[src/rtl/dxc_pkg.sv]
package dxc_pkg;
  typedef enum logic [1:0] {
    OP_CLEAR  = 2'd0,
    OP_COMMIT = 2'd1,
    OP_FLUSH  = 2'd2,
    OP_NONE   = 2'd3
  } op_kind_e;
endpackage

[src/rtl/dxc_op_decode.sv]
module dxc_op_decode #(
  parameter int NREGS = 64
) (
  input  logic                     op_valid,
  input  logic [1:0]               op_kind,
  input  logic                     op_all,
  input  logic [$clog2(NREGS)-1:0] op_reg,
  input  logic                     hi_avail,
  input  logic                     lo_avail,
  output logic [NREGS-1:0]         sel_mask,
  output logic                     flag_op,
  output logic                     commit_op,
  output logic                     flush_op
);
  import dxc_pkg::*;
  localparam int RW   = $clog2(NREGS);
  localparam int HALF = NREGS / 2;

  op_kind_e            kind;
  logic                in_range;
  logic                flag_kind;
  logic [NREGS-1:0]    one_hot;

  assign kind      = op_kind_e'(op_kind);
  assign flag_kind = (kind == OP_CLEAR) || (kind == OP_COMMIT);
  assign one_hot   = {{(NREGS-1){1'b0}}, 1'b1} << op_reg;

  // The target half decides accessibility; all-register requests need either half.
  always_comb begin
    if (op_all) in_range = hi_avail | lo_avail;
    else        in_range = op_reg[RW-1] ? hi_avail : lo_avail;
  end

  assign flag_op   = op_valid && flag_kind && in_range;
  assign commit_op = flag_op && (kind == OP_COMMIT);
  assign flush_op  = op_valid && (kind == OP_FLUSH);

  always_comb begin
    if (!flag_op)    sel_mask = '0;
    else if (op_all) sel_mask = {{HALF{hi_avail}}, {HALF{lo_avail}}};
    else             sel_mask = one_hot;
  end
endmodule

[src/rtl/dxc_flag_bank.sv]
module dxc_flag_bank #(
  parameter int NREGS = 64
) (
  input  logic                     clk,
  input  logic                     rst,
  input  logic                     set_en,
  input  logic [$clog2(NREGS)-1:0] set_idx,
  input  logic                     clr_en,
  input  logic [NREGS-1:0]         clr_mask,
  output logic [NREGS-1:0]         flags,
  output logic                     pending
);
  logic [NREGS-1:0] flags_q;
  logic [NREGS-1:0] set_vec;
  logic [NREGS-1:0] clr_vec;

  assign set_vec = set_en ? ({{(NREGS-1){1'b0}}, 1'b1} << set_idx) : '0;
  assign clr_vec = clr_en ? clr_mask : '0;
  assign pending = |(flags_q & clr_vec);

  // A set in the same cycle as a clear wins.
  always_ff @(posedge clk) begin
    if (rst) flags_q <= '0;
    else     flags_q <= (flags_q & ~clr_vec) | set_vec;
  end

  assign flags = flags_q;
endmodule

[src/rtl/dxc_log_bank.sv]
module dxc_log_bank #(
  parameter int NREC  = 8,
  parameter int NREGS = 64,
  parameter int AW    = 32
) (
  input  logic                     clk,
  input  logic                     rst,
  input  logic                     wr_en,
  input  logic [$clog2(NREC)-1:0]  wr_slot,
  input  logic                     wr_float,
  input  logic [$clog2(NREGS)-1:0] wr_dest,
  input  logic [AW-1:0]            wr_addr,
  input  logic                     clr_en,
  input  logic                     clr_float,
  input  logic                     clr_all,
  input  logic [$clog2(NREGS)-1:0] clr_dest,
  input  logic [$clog2(NREC)-1:0]  rd_slot,
  output logic                     rd_valid,
  output logic                     rd_float,
  output logic [$clog2(NREGS)-1:0] rd_dest,
  output logic [AW-1:0]            rd_addr
);
  localparam int RW = $clog2(NREGS);

  logic [NREC-1:0] vld_q;
  logic [NREC-1:0] flt_q;
  logic [RW-1:0]   dst_q [NREC];
  logic [AW-1:0]   adr_q [NREC];

  for (genvar i = 0; i < NREC; i++) begin : g_slot
    logic hit;
    logic wr_here;
    assign hit = vld_q[i] && (flt_q[i] == clr_float) && (clr_all || (dst_q[i] == clr_dest));
    assign wr_here = wr_en && (wr_slot == i);

    always_ff @(posedge clk) begin
      if (rst) begin
        vld_q[i] <= 1'b0;
        flt_q[i] <= 1'b0;
        dst_q[i] <= '0;
        adr_q[i] <= '0;
      end else if (wr_here) begin
        vld_q[i] <= 1'b1;
        flt_q[i] <= wr_float;
        dst_q[i] <= wr_dest;
        adr_q[i] <= wr_addr;
      end else if (clr_en && hit) begin
        vld_q[i] <= 1'b0;
        flt_q[i] <= 1'b0;
        dst_q[i] <= '0;
        adr_q[i] <= '0;
      end
    end
  end

  always_ff @(posedge clk) begin
    if (rst) begin
      rd_valid <= 1'b0;
      rd_float <= 1'b0;
      rd_dest  <= '0;
      rd_addr  <= '0;
    end else begin
      rd_valid <= vld_q[rd_slot];
      rd_float <= flt_q[rd_slot];
      rd_dest  <= dst_q[rd_slot];
      rd_addr  <= adr_q[rd_slot];
    end
  end
endmodule

[src/rtl/dxc_commit_unit.sv]
module dxc_commit_unit #(
  parameter int NREGS = 64,
  parameter int NREC  = 8,
  parameter int AW    = 32,
  localparam int RW   = $clog2(NREGS),
  localparam int SW   = $clog2(NREC)
) (
  input  logic             clk,
  input  logic             rst,
  input  logic             ctl_valid,
  input  logic             ctl_log_en,
  input  logic             def_valid,
  input  logic             def_float,
  input  logic [RW-1:0]    def_reg,
  input  logic             def_rec,
  input  logic [SW-1:0]    def_slot,
  input  logic [AW-1:0]    def_addr,
  input  logic             op_valid,
  input  logic [1:0]       op_kind,
  input  logic             op_all,
  input  logic             op_float,
  input  logic [RW-1:0]    op_reg,
  input  logic             hi_avail,
  input  logic             lo_avail,
  input  logic [SW-1:0]    rd_slot,
  output logic [NREGS-1:0] ne_int,
  output logic [NREGS-1:0] ne_fp,
  output logic             commit_exc,
  output logic             rd_valid,
  output logic             rd_float,
  output logic [RW-1:0]    rd_dest,
  output logic [AW-1:0]    rd_addr
);
  logic [NREGS-1:0] sel_mask;
  logic             flag_op;
  logic             commit_op;
  logic             flush_op;
  logic             log_on;
  logic [1:0]       pend;
  logic             pending;
  logic             rec_clr;
  logic             exc_q;
  logic [NREGS-1:0] bank_flags [2];

  dxc_op_decode #(.NREGS(NREGS)) i_decode (
    .op_valid (op_valid),
    .op_kind  (op_kind),
    .op_all   (op_all),
    .op_reg   (op_reg),
    .hi_avail (hi_avail),
    .lo_avail (lo_avail),
    .sel_mask (sel_mask),
    .flag_op  (flag_op),
    .commit_op(commit_op),
    .flush_op (flush_op)
  );

  // Bank 0 holds the integer file, bank 1 the float file.
  for (genvar g = 0; g < 2; g++) begin : g_bank
    logic mine_set;
    logic mine_clr;
    assign mine_set = def_valid && (def_float == g[0]);
    assign mine_clr = flag_op && (op_float == g[0]);
    dxc_flag_bank #(.NREGS(NREGS)) i_flags (
      .clk     (clk),
      .rst     (rst),
      .set_en  (mine_set),
      .set_idx (def_reg),
      .clr_en  (mine_clr),
      .clr_mask(sel_mask),
      .flags   (bank_flags[g]),
      .pending (pend[g])
    );
  end

  assign log_on  = ctl_valid && ctl_log_en;
  assign pending = op_float ? pend[1] : pend[0];
  assign rec_clr = log_on && (flush_op || (flag_op && (!commit_op || pending)));

  dxc_log_bank #(.NREC(NREC), .NREGS(NREGS), .AW(AW)) i_log (
    .clk      (clk),
    .rst      (rst),
    .wr_en    (def_valid && def_rec && log_on),
    .wr_slot  (def_slot),
    .wr_float (def_float),
    .wr_dest  (def_reg),
    .wr_addr  (def_addr),
    .clr_en   (rec_clr),
    .clr_float(op_float),
    .clr_all  (op_all || flush_op),
    .clr_dest (op_reg),
    .rd_slot  (rd_slot),
    .rd_valid (rd_valid),
    .rd_float (rd_float),
    .rd_dest  (rd_dest),
    .rd_addr  (rd_addr)
  );

  always_ff @(posedge clk) begin
    if (rst) exc_q <= 1'b0;
    else     exc_q <= commit_op && log_on && pending;
  end

  assign ne_int     = bank_flags[0];
  assign ne_fp      = bank_flags[1];
  assign commit_exc = exc_q;
endmodule

[config.mk]
export PLATFORM = sky130hd
export DESIGN_NAME = dxc_commit_unit
export DESIGN_NICKNAME = d
export VERILOG_FILES = /design/src/rtl/dxc_pkg.sv /design/src/rtl/dxc_op_decode.sv /design/src/rtl/dxc_flag_bank.sv /design/src/rtl/dxc_log_bank.sv /design/src/rtl/dxc_commit_unit.sv
export SDC_FILE = /design/constraint.sdc
export NUM_CORES = 1
export LEC_CHECK = 0
export CAP_MARGIN = 20
export CORE_MARGIN = 2
export CORE_UTILIZATION = 40
export CTS_CLUSTER_SIZE = 8
export DETAILED_ROUTE_END_ITERATION = 16
export SLEW_MARGIN = 40
export SYNTH_ARGS = -nofsm -noshare
export SYNTH_HDL_FRONTEND = slang
export SYNTH_SLANG_ARGS = --single-unit
[constraint.sdc]
create_clock -name clk -period 4.2 [get_ports clk]
set_input_delay 0.84 -clock clk [delete_from_list [all_inputs] [get_ports clk]]
set_output_delay 0.84 -clock clk [all_outputs]
set_load 0.1 [all_outputs]
# After elaboration in Yosys (flattened, before gate mapping)
# Memory sizes are Yosys's and may differ from the RTL's. A register that Yosys moved wholly into a read port is not among the register bits.
# Index checks and enable logic that the tools add are counted.
# word_totals
output_inout_bits	169
latchBits	0
elab_cells	293
ramBits	304
n_memories	2
input_bits	64
ff_bits	147
mem_bits_ro	0
# memory_table
name	words	word_bits	rd	rd_ports_with_merged_regs	wr	line	rtl
i_log.adr_q	8	32	1	1	8	dxc_log_bank.sv:28	logic [AW-1:0] adr_q [NREC];
i_log.dst_q	8	6	9	1	8	dxc_log_bank.sv:27	logic [RW-1:0] dst_q [NREC];
# classes
addsub	0
div	0
bitwise_logic	43
n_reduce_logical	72
n_shift	2
muxes	127
n_eq_ne	25
multipliers	0
order_cmp	1
# ops
op	n
32-bit 2-to-1 mux	16
64-bit 2-to-1 mux	6
64-bit bitwise AND	4
64-bit NOT	2
64-bit bitwise OR	2
64-bit OR reduction	2
1-bit by 6-bit << shifter with 64-bit output (first input constant)	2
6-bit 2-to-1 mux	16
1-bit 2-to-1 mux	87
6-bit == test	8
1-bit logical AND	47
1-bit bitwise OR	33
2-bit nonzero test	8
3-bit == test (second input constant)	4
1-bit logical OR	12
1-bit == test	8
1-bit binary-select mux with 3-bit select	2
3-bit by 2-bit == test with 1-bit output (second input constant)	2
3-bit by 4-bit less-than comparator with 1-bit output (second input constant)	1
3-bit by 1-bit == test with 1-bit output (second input constant)	1
3-bit zero test	1
2-bit by 1-bit == test with 1-bit output (second input constant)	1
2-bit == test (second input constant)	1
2-bit zero test	1
other kinds (2)	3

# Logic depth before layout (Yosys ltp)
# Gate-level depths: netlist of the first run.
# depth
ltp_word	19
ltp_mapped	11
depth_no_buf	8

# Cells and area by module
# Synthesis of the first run repeated with hierarchy kept, for this count alone.
# unflattened
hier_cells	1931
hier_area_um2	22521.6
# by_module_without_submodules
module	instances	area_each_um2	cells_each	seq_area_each_um2
dxc_log_bank	1	16213.0	1101	10249.8
dxc_flag_bank	2	2781.4	344	1281.2
dxc_op_decode	1	641.9	129	0.0
dxc_commit_unit	1	103.8	13	20.0

# Worst setup path before layout of the first run
# OpenSTA, ideal clock, no wires.
# synth_path
path_type	input to register
start	input port op_reg[4]
end	memory i_log.adr_q[6][0], enable pin
stages	9
t_arrival_ns	3.765
path_buffers	2
setup_slack_ns	-0.007
setup_time_ns	0.441
cell_sequence	buf_2 > nor2_1 > clkbuf_1 > a32oi_1 > and4_1 > a31oi_1 > nor4_4 > o41ai_1 > o21bai_1
# synth_lines
item	line	rtl
from (decl)	dxc_commit_unit.sv:22	input logic [RW-1:0] op_reg,
to (decl)	dxc_log_bank.sv:28	

==> results of run 1 <==
[final cells by class]
class                      instances  share of cell area
sequential                       489               0.452
multi-input combinational       1345               0.328
timing repair buffer             421               0.111
clock buffer                     115              0.0691
tap                              756              0.0333
clock inverter                     7             0.00494
inverter                          18             0.00238
[per-layer routing]
| layer | routed length (um) | global-route usage |
|---|---|---|
| met1 | 36000 | 0.389 |
| met5 | 0 | 0 |
| met3 | 6350 | 0.0595 |
| met4 | 3070 | 0.104 |
| met2 | 39500 | 0.458 |
[per-stage QoR]
step                hold slack (ns)  instance area [um^2]  utilization
floorplan                     0.442                 22700            -
global placement              0.466                 27100        0.482
detailed placement            0.474                 26300        0.467
CTS                           0.480                 28400        0.504
global route                  0.510                 28400        0.505
finish                        0.487                 28400        0.505
[how the worst min path moves through the flow]
| stage | from | to | cells after the start |
|---|---|---|---|
| 6_report | i_log.flt_q[7] | i_log.flt_q[7] | 2 |
| 5_1_grt | i_log.flt_q[1] | i_log.flt_q[1] | 2 |
| 4_1_cts | i_log.flt_q[7] | i_log.flt_q[7] | 2 |
| 3_5_place_dp | i_log.flt_q[7] | i_log.flt_q[7] | 2 |
| 3_3_place_gp | i_log.vld_q[0] | i_log.vld_q[0] | 2 |
| 2_1_floorplan | i_log.vld_q[0] | i_log.vld_q[0] | 2 |
[cells by family after synthesis]
kind of cell | after synthesis | synth area share
buf+inv | 167 | 0.0292
compound gates | 398 | 0.0981
simple gates | 758 | 0.182
flops | 489 | 0.566
xor+xnor | 56 | 0.0216
mux | 133 | 0.103
[tightest hold or removal path, cell delays in order, from the launching register on]
cell and delay, ns:
dfxtp_1 0.33, nand2_1 0.06, o21ai_1 0.05
[synth_stat cells, types with 6 or more instances]
master,count
a32oi_1,9
o21ai_1,8
o41ai_1,6
nand2_1,158
o21ai_0,143
or4_1,8
clkbuf_1,111
nor3_1,25
and3b_1,6
a31oi_1,13
edfxtp_1,304
mux2i_1,45
and2_1,309
buf_1,13
inv_1,18
nand4_1,19
and3_1,8
nand3b_1,10
mux4_2,80
xor2_1,19
a21oi_1,164
nor2_1,93
o22ai_1,7
mux2_2,8
o21bai_1,6
xnor2_1,37
nor2b_1,12
nor4_1,21
o31ai_1,10
dfxtp_1,185
nand3_1,46
nand2b_1,15
buf_2,23
[sequential cells by signal (all words and copies together), names as in the netlist]
signal / count
commit_exc: 1
g_bank.i_flags.flags: 128
i_log.adr_q: 256
i_log.dst_q: 48
i_log.flt_q: 8
i_log.rd_addr: 32
i_log.rd_dest: 6
i_log.rd_float: 1
i_log.rd_valid: 1
i_log.vld_q: 8
[power by group]
part	internal, mW	leakage [nW]	total, mW	switching (mW)
sequential	5.27	4.51	5.34	0.0653
clock	3.21	0.997	5.41	2.19
combinational	0.396	5.21	1.25	0.850
==> results.md, run 1 <==
- Fill cells: 5099
- Status: complete, no violations
- Ys async rst share: 0
- I/O Pins: 233
- Arr. time, crit path: 4.26 ns
- Yosys top cell area share: 0.402
- Max_cap viols: 0
- Library cells used by synthesis: 63
- Depth of the CTS H-tree: 3
- Critical Path End: i_log.adr_q[2][7]
- Root buffer selected by CTS: clkbuf_16
- TritonCTS Sinks: 489
- Final hold vios: 0
- Synth area leaders: edfxtp_1 (40%), dfxtp_1 (16%), and2_1 (8.5%)
- Final nets: 2410
- Sequential fraction of the synthesis area: 0.566
- Initial Util: 0.403
- Die Wd: 242 um
- PostCTS Resize Cnt: 0
- DRC: 0
- FF-to-FF Start: g_bank[0].i_flags.flags[19]
- Rows: 87
- Vias: 17900
- Yosys top cell by area: edfxtp_1
- RSZ-0062 raised after global routing: no
- Syn Inst Count: 2001
- Postcts setup bufs: 0
- Reg-to-reg setup timing slack: 0.59 ns
- Clock slew at reported path FFs: 0.05 ns
- Largest net degree at the start of global routing: 77
- Setup WS post-layout: 0.246 ns
- Setup Viol. Count Final: 0
- CP max stage delay: 0.57 ns
- Startpoint types: input pin
- Overall Global Routing Usage: 0.287
- VDD IR max: 0.356 mV
- Most frequent cells in the layout: and2_1 (309), edfxtp_1 (304), dfxtp_1 (185)
- Max Buffers Root-to-Sink: 3
- Non-filler instance count after layout: 3151
- Die ar.: 58600 um^2
- Worst Clk Skew: 0.0266 ns
- WL/cell: 26.9 um
- CTS Hold Bufs: 0
- Antenna violations before repair: 2
- Syn_nets: 2065
- Vias per inst: 5.69
- Kind of critical path: input pin to register
- Post-Syn Area: 22700 um^2
- R2r endpoint: i_log.adr_q[2][7]
- DRT iter0 DRCs: 1951
- Num CTS Buffers: 71
- Placer Congestion: 0.991
- PortBufs: 232
- Commonest non-fill, non-tap cell in the layout: and2_1
- Worst EP required: 4.51 ns
- Max-slew violations: 0
- Final wirelength: 84900 um
- Pre-CTS setup slack: -0.338 ns
- Post-synth top flop: edfxtp_1
- Fin crit period: 3.95 ns
- Levels on crit path: 14
- Placed cell count: 3029
- Area Growth Syn to Fin: 25.2%
- TritonRoute pass-1 iters: 6
- Die H: 242 um
- Achievable Freq: 253 MHz
- Crit path from: op_reg[2]
- Most frequent CP cell: buf_12
- EDFF count, synth: 304
- Min-Delay Path Class: register to register
- LEAKAGE: 10.7 nW
- CP top delay family: buffers and inverters
- GRT overflow: 0
- #FFs+latches synth: 489
- Multi-input gate area: 9310 um^2
- First-pass GRT wire length: 124000 um
- Crit path max fanout: 20
- Reg area: 12800 um^2
- Buf+Inv Stages, Crit Path: 6
- Core Footprint: 56300 um^2
- Final worst-path cycle share: 0.941
- Clk_lat worst skew: 0.62 ns
- CTS tree: built
- ANT cells: 0
- Pwr dens: 422 nW/um^2
- Setup TNS Final: 0 ns
- Slowest cell on crit path: o41ai_1
- Syn_area_per_cell: 11.3 um^2
- Post-route ant nets: 0
- Tot Pwr: 12.0 mW
- Critical Path, Cell by Cell: clkdlybuf4s50_1, buf_12, buf_4, nand3b_1, nor3_1, a22oi_1, and4_1, a31oi_1, buf_4, nor4_4, buf_12, o41ai_1, o21bai_4, buf_12
- Vias in the first global route: 18000
- Slew @ Worst Pin: 0.992 ns
- Post-DP HPWL: 61300 um
- Reg2Reg Depth: 10
- Share of cells above drive strength 1: 0.235
- Endpoint class of the critical path: register
- Total number of yosys warnings: 0
- Relative max-transition margin: 0.334
(Power assumes the default switching activity.)
==> inputs of run 2 (changes only) <==
--- a/config.mk
+++ b/config.mk
@@ -8,6 +8,7 @@
 export CAP_MARGIN = 20
 export CORE_MARGIN = 2
 export CORE_UTILIZATION = 40
+export CTS_BUF_LIST = sky130_fd_sc_hd__clkbuf_4
 export CTS_CLUSTER_SIZE = 8
 export DETAILED_ROUTE_END_ITERATION = 16
 export SLEW_MARGIN = 40
==> run 2 against run 1 <==
Effect of this change:
- core utilization down 0.45 points
- combinational power about the same
- power down 7.1%
- cell count up 4.2%
- flip-flop and latch count unchanged
- die area unchanged
- final area down 0.89%
- critical path depth down 4
- largest cell class unchanged
- setup slack better by 0.29 ns
- clock power down 16%
- sequential power about the same
- largest power group is now sequential cells
- register-to-register slack worse by 0.06 ns
==> results.md, run 2 (synthesized netlist as in run 1, its figures left out) <==
- Pwr dens: 396 nW/um^2 (-6.2%)
- Core Footprint: 56300 um^2 (unchanged)
- PortBufs: 232 (unchanged)
- Crit path max fanout: 19 (-5.0%)
- Kind of critical path: register to register
- Setup Viol. Count Final: 0 (unchanged)
- Clock slew at reported path FFs: 0.06 ns (about the same)
- CTS Hold Bufs: 0 (unchanged)
- VDD IR max: 0.246 mV (-31%)
- Largest register FFs: 256 (unchanged)
- Vias per inst: 5.62 (-1.3%)
- Max Buffers Root-to-Sink: 3 (unchanged)
- Overall Global Routing Usage: 0.290 (+0.00275)
- Min-Delay Path Class: input pin to register
- Startpoint types: register
- DRC: 0 (unchanged)
- FF-to-FF Start: g_bank[0].i_flags.flags[19]
- Most flops, register: i_log.adr_q
- Fill cells: 5190 (+1.8%)
- Max-slew violations: 0 (unchanged)
- LEAKAGE: 10.8 nW (+0.75%)
- Tot Pwr: 11.1 mW (-7.1%)
- I/O Pins: 233 (unchanged)
- Share of cells above drive strength 1: 0.280 (+0.0448)
- Slew @ Worst Pin: 0.994 ns (+0.00219 ns)
- First-pass GRT wire length: 125000 um (+0.42%)
- Final wirelength: 85000 um (+0.11%)
- Arr. time, crit path: 4.33 ns (+0.07 ns)
- PostCTS Resize Cnt: 0 (unchanged)
- Final nets: 2474 (+2.7%)
- Most frequent cells in the layout: and2_1 (309), edfxtp_1 (304), clkbuf_4 (208)
- Rows: 87 (unchanged)
- Root buffer selected by CTS: clkbuf_4
- Clk_lat worst skew: 0.97 ns (+0.35 ns)
- Post-route ant nets: 0 (unchanged)
- Die Wd: 242 um (unchanged)
- Crit path from: g_bank[0].i_flags.flags[19]
- Vias in the first global route: 18600 (+3.4%)
- TritonCTS Sinks: 489 (unchanged)
- Placer Congestion: 0.991 (unchanged)
- Antenna violations before repair: 7 (+5)
- Num CTS Buffers: 135 (+90%)
- Commonest non-fill, non-tap cell in the layout: and2_1
- Endpoint class of the critical path: register
- Post-layout util: 0.500 (-0.00451)
- Worst EP required: 4.86 ns (+0.35 ns)
- Fin crit period: 3.67 ns (-0.288 ns)
- Final worst-path cycle share: 0.873 (-0.0686)
- Depth of the CTS H-tree: 4 (+1)
- Relative max-transition margin: 0.332 (-0.00147)
- Post-DP HPWL: 61300 um (unchanged)
- Achievable Freq: 273 MHz (+7.9%)
- Die ar.: 58600 um^2 (unchanged)
- Worst Clk Skew: 0.0652 ns (+0.0386 ns)
- Max_cap viols: 0 (unchanged)
- CTS tree: built
- TritonRoute pass-1 iters: 5 (-1)
- Initial Util: 0.403 (unchanged)
- Hold_sp: rst
- DRT iter0 DRCs: 1722 (-12%)
- Postcts setup bufs: 0 (unchanged)
- RSZ-0062 raised after global routing: no
- GRT overflow: 0 (unchanged)
- WL/cell: 25.9 um (-3.9%)
- Area Growth Syn to Fin: 24.0%
- Largest net degree at the start of global routing: 77 (unchanged)
- Final hold vios: 0 (unchanged)
- Vias: 18400 (+2.8%)
- Status: complete, no violations
- Die H: 242 um (unchanged)
run 2: changes by cell type in the layout (fill, tap and decap cells not counted), sizes merged:
| cell | change |
|---|---|
| diode | +3 |
| clkbuf | +93 |
| clkdlybuf4s50 | +1 |
| bufinv | +3 |
| clkinvlp | +4 |
| clkinv | +26 |
| buf | -1 |
| inv | +2 |
run 2: routing by layer:
metal  vias to the layer above  share of wire  track usage
met5                         -              0            0
met4                         0          0.036        0.125
met3                       181          0.079       0.0643
met2                       949           0.47        0.457
met1                      9127           0.42        0.386
li1                       8184              -            -
run 2: area by class of cell:
type,count,area (um^2),area share
Timing Repair Buffer,421,3140,0.112
Clock inverter,42,279,0.00992
Tap cell,756,946,0.0336
Clock buffer,208,1560,0.0555
Sequential cell,489,12800,0.456
Multi-Input combinational cell,1345,9300,0.331
Inverter,18,67.6,0.00240
Antenna cell,3,7.51,0.000267
run 2: path summary, 6_finish.rpt:
check                  endpoint  slack, ns  depth (start not counted)
min reg2reg      i_log.flt_q[7]       0.48                          2
max reg2reg  i_log.adr_q[7][25]       0.53                         10
max          i_log.adr_q[7][25]       0.53                         10
min           i_log.rd_addr[19]       0.29                          2
run 2: where the power goes:
part	internal (mW)	switching [mW]	total [mW]	leakage, nW
logic	0.396	0.850	1.25	5.21
clock network	2.46	2.11	4.57	1.08
registers	5.26	0.0651	5.33	4.51
run 2: per-stage QoR:
step	instance area, um^2	setup slack (ns)	hold slack [ns]	TNS [ns]	std cells
floorplan	22700	0.0550	0.442	0	2001
global placement	27100	-0.574	0.466	-147.39	3028
detailed placement	26300	-0.338	0.474	-92.98	3029
CTS	28100	0.538	0.164	0	3279
global route	28100	0.344	0.226	0	3281
finish	28100	0.534	0.291	0	3282
run 2: worst max-delay path: stages (launching register included):
cell,delay [ns]
dfxtp_1,0.39
or4_1,0.58
nor4_1,0.27
o22ai_1,0.13
nor4_1,0.41
a21oi_1,0.16
buf_4,0.17
nor3_2,0.55
o41ai_1,0.20
nand2b_2,0.27
buf_12,0.18
==> inputs of run 3 (changes only) <==
--- a/config.mk
+++ b/config.mk
@@ -5,12 +5,12 @@
 export SDC_FILE = /design/constraint.sdc
 export NUM_CORES = 1
 export LEC_CHECK = 0
-export CAP_MARGIN = 20
 export CORE_MARGIN = 2
 export CORE_UTILIZATION = 40
 export CTS_BUF_LIST = sky130_fd_sc_hd__clkbuf_4
 export CTS_CLUSTER_SIZE = 8
 export DETAILED_ROUTE_END_ITERATION = 16
+export DONT_BUFFER_PORTS = 1
 export SLEW_MARGIN = 40
 export SYNTH_ARGS = -nofsm -noshare
 export SYNTH_HDL_FRONTEND = slang
==> run 3 against run 2 <==
Effect of this change:
- first-iteration DRC count rose by 30%
- core utilization fell by 1.5 points
- combinational power fell by 37%
- setup slack got worse by 0.24 ns
- routed wire length fell by 1.8%
- sequential power rose by 4.3%
- die area did not move
- largest cell class unchanged
==> results.md, run 3 (synthesized netlist as in run 1, its figures left out) <==
- TritonRoute pass-1 iters: 5 (unchanged)
- Fill cells: 5083 (-2.1%)
- Largest net degree at the start of global routing: 169 (+120%)
- Placer Congestion: 0.974 (-1.7%)
- TritonCTS Sinks: 489 (unchanged)
- Commonest non-fill, non-tap cell in the layout: and2_1
- Critical Path, Cell by Cell: or4_1, nor4_1, o22ai_1, nor4_1, a21oi_1, buf_4, nor4b_2, a211oi_1, nand2b_2, buf_4
- Comb pwr share: 0.072 (-0.040)
- PostCTS Resize Cnt: 0 (unchanged)
- LEAKAGE: 9.94 nW (-8.0%)
- DRC: 0 (unchanged)
- Non-filler instance count after layout: 3102 (-5.5%)
- Switching portion of total power: 0.264 (-0.00734)
- Post-layout util: 0.485 (-0.0152)
- CTS tree: built
- Startpoint types: register
- Post-route ant nets: 0 (unchanged)
- DRT iter0 DRCs: 2235 (+30%)
- Clock slew at reported path FFs: 0.07 ns (about the same)
- Clk_lat worst skew: 0.97 ns (about the same)
- Arr. time, crit path: 4.54 ns (+0.21 ns)
- WL/cell: 26.9 um (+3.9%)
- Root buffer selected by CTS: clkbuf_4
- Vias per inst: 5.84 (+3.9%)
- Finished Cell Area: 27300 um^2 (-3.0%)
- Placed cell count: 2805 (-7.4%)
- Min-Delay Path Class: input pin to register
- GRT overflow: 0 (unchanged)
- Crit path max fanout: 31 (+12)
- Endpoint class of the critical path: register
- PortBufs: 0 (-100%)
- Worst Clk Skew: 0.0571 ns (-0.00818 ns)
- Setup Viol. Count Final: 0 (unchanged)
- Max_cap viols: 0 (unchanged)
- Relative max-transition margin: 0.307 (-0.0255)
- Multi-input gate area: 9330 um^2 (+0.32%)
- Internal: 8.04 mW (-1.0%)
- Max-slew violations: 0 (unchanged)
- Final wirelength: 83500 um (-1.8%)
- Die H: 242 um (unchanged)
- Worst EP required: 4.83 ns (-0.03 ns)
- Slew @ Worst Pin: 1.04 ns (+0.0459 ns)
- Slowest cell on crit path: nor4b_2
- RSZ-0062 raised after global routing: no
- Post-DP HPWL: 55700 um (-9.2%)
- VDD IR max: 0.276 mV (+12%)
- I/O Pins: 233 (unchanged)
- Core Footprint: 56300 um^2 (unchanged)
- Vias: 18100 (-1.8%)
- Pwr dens: 400 nW/um^2 (+1.1%)
- Antenna violations before repair: 4 (-3)
- Final nets: 2299 (-7.1%)
- Kind of critical path: register to register
- Achievable Freq: 256 MHz (-6.2%)
- Max Buffers Root-to-Sink: 3 (unchanged)
- Worst hold margin: 0.106 ns (-0.185 ns)
- Largest register FFs: 256 (unchanged)
- Reg-to-reg setup timing slack: 0.29 ns (-0.24 ns)
- Status: complete, no violations
- Most frequent cells in the layout: and2_1 (311), edfxtp_1 (304), clkbuf_4 (215)
- Most flops, register: i_log.adr_q
- Tot Pwr: 10.9 mW (-2.0%)
- First-pass GRT wire length: 121000 um (-3.2%)
- Overall Global Routing Usage: 0.282 (-0.00834)
- Die Wd: 242 um (unchanged)
- Die ar.: 58600 um^2 (unchanged)
- Final hold vios: 0 (unchanged)
- Depth of the CTS H-tree: 4 (unchanged)
- Share of cells above drive strength 1: 0.255 (-0.0248)
- Final worst-path cycle share: 0.931 (+0.0578)
- Initial Util: 0.403 (unchanged)
- Psw: 2.88 mW (-4.7%)
- Fin crit period: 3.91 ns (+0.243 ns)
- Area Growth Syn to Fin: 20.3%
- CP max stage delay: 0.71 ns (+0.13 ns)
- Rows: 87 (unchanged)
- Placed cell areas: 24900 um^2 (-5.3%)
- Reg area: 12900 um^2 (+0.40%)
- Num CTS Buffers: 134 (-0.74%)
- Part of the power in registers: 0.510 (+0.032)
- Vias in the first global route: 17700 (-5.2%)
- Clk pwr share: 0.418 (+0.008)
[run 3: timing repair]
| action | CTS | global route |
|---|---|---|
| setup buffers | 0 | 0 |
| hold buffers | 49 | 0 |
| hold endpoints to repair | 437 | 0 |
[run 3: per-layer routing]
layer  global-route usage  share of wire
met5                    0              0
met4                0.124          0.042
met3               0.0703          0.098
met2                0.417           0.44
met1                0.392           0.42
[run 3: stage by stage]
step / setup WS, ns / setup TNS (ns)
after floorplan: 0.0550 / 0
after detailed placement: 0.106 / 0
after global routing: 0.215 / 0
after global placement: -0.0586 / -3.79
final: 0.292 / 0
after CTS: 0.421 / 0
[run 3: final cells by class]
type | instances | area share
clock inverter | 31 | 0.00798
inverter | 18 | 0.00248
timing repair buffer | 247 | 0.0814
multi-input combinational | 1345 | 0.342
sequential | 489 | 0.472
antenna | 1 | 0.0000917
tap | 756 | 0.0347
clock buffer | 215 | 0.0592
[run 3: power groups by stage]
stage	clock network (mW)	logic, mW	registers (mW)
CTS	4.66	0.774	5.57
detailed placement	0	0.656	5.67
finish	4.57	0.786	5.56
global placement	0	0.651	5.66
global route	4.91	0.818	5.58
floorplan	0	0.474	5.67
[run 3: worst max-delay path: cells and delay by family, from the launching register on]
family | cells | cell delay (ns)
DFF | 1 | 0.31
and+or+nand+nor | 5 | 2.31
buffers and inverters | 2 | 0.46
AOI/OAI and AO/OA | 3 | 0.44
[run 3: final timing paths]
kind | from | end | cells past startpoint
setup / recovery | g_bank[0].i_flags.flags[19] | i_log.adr_q[0][0] | 10
setup reg to reg | g_bank[0].i_flags.flags[19] | i_log.adr_q[0][0] | 10
hold / removal | def_addr[24] | i_log.adr_q[2][24] | 1
hold reg to reg | i_log.flt_q[3] | i_log.flt_q[3] | 2
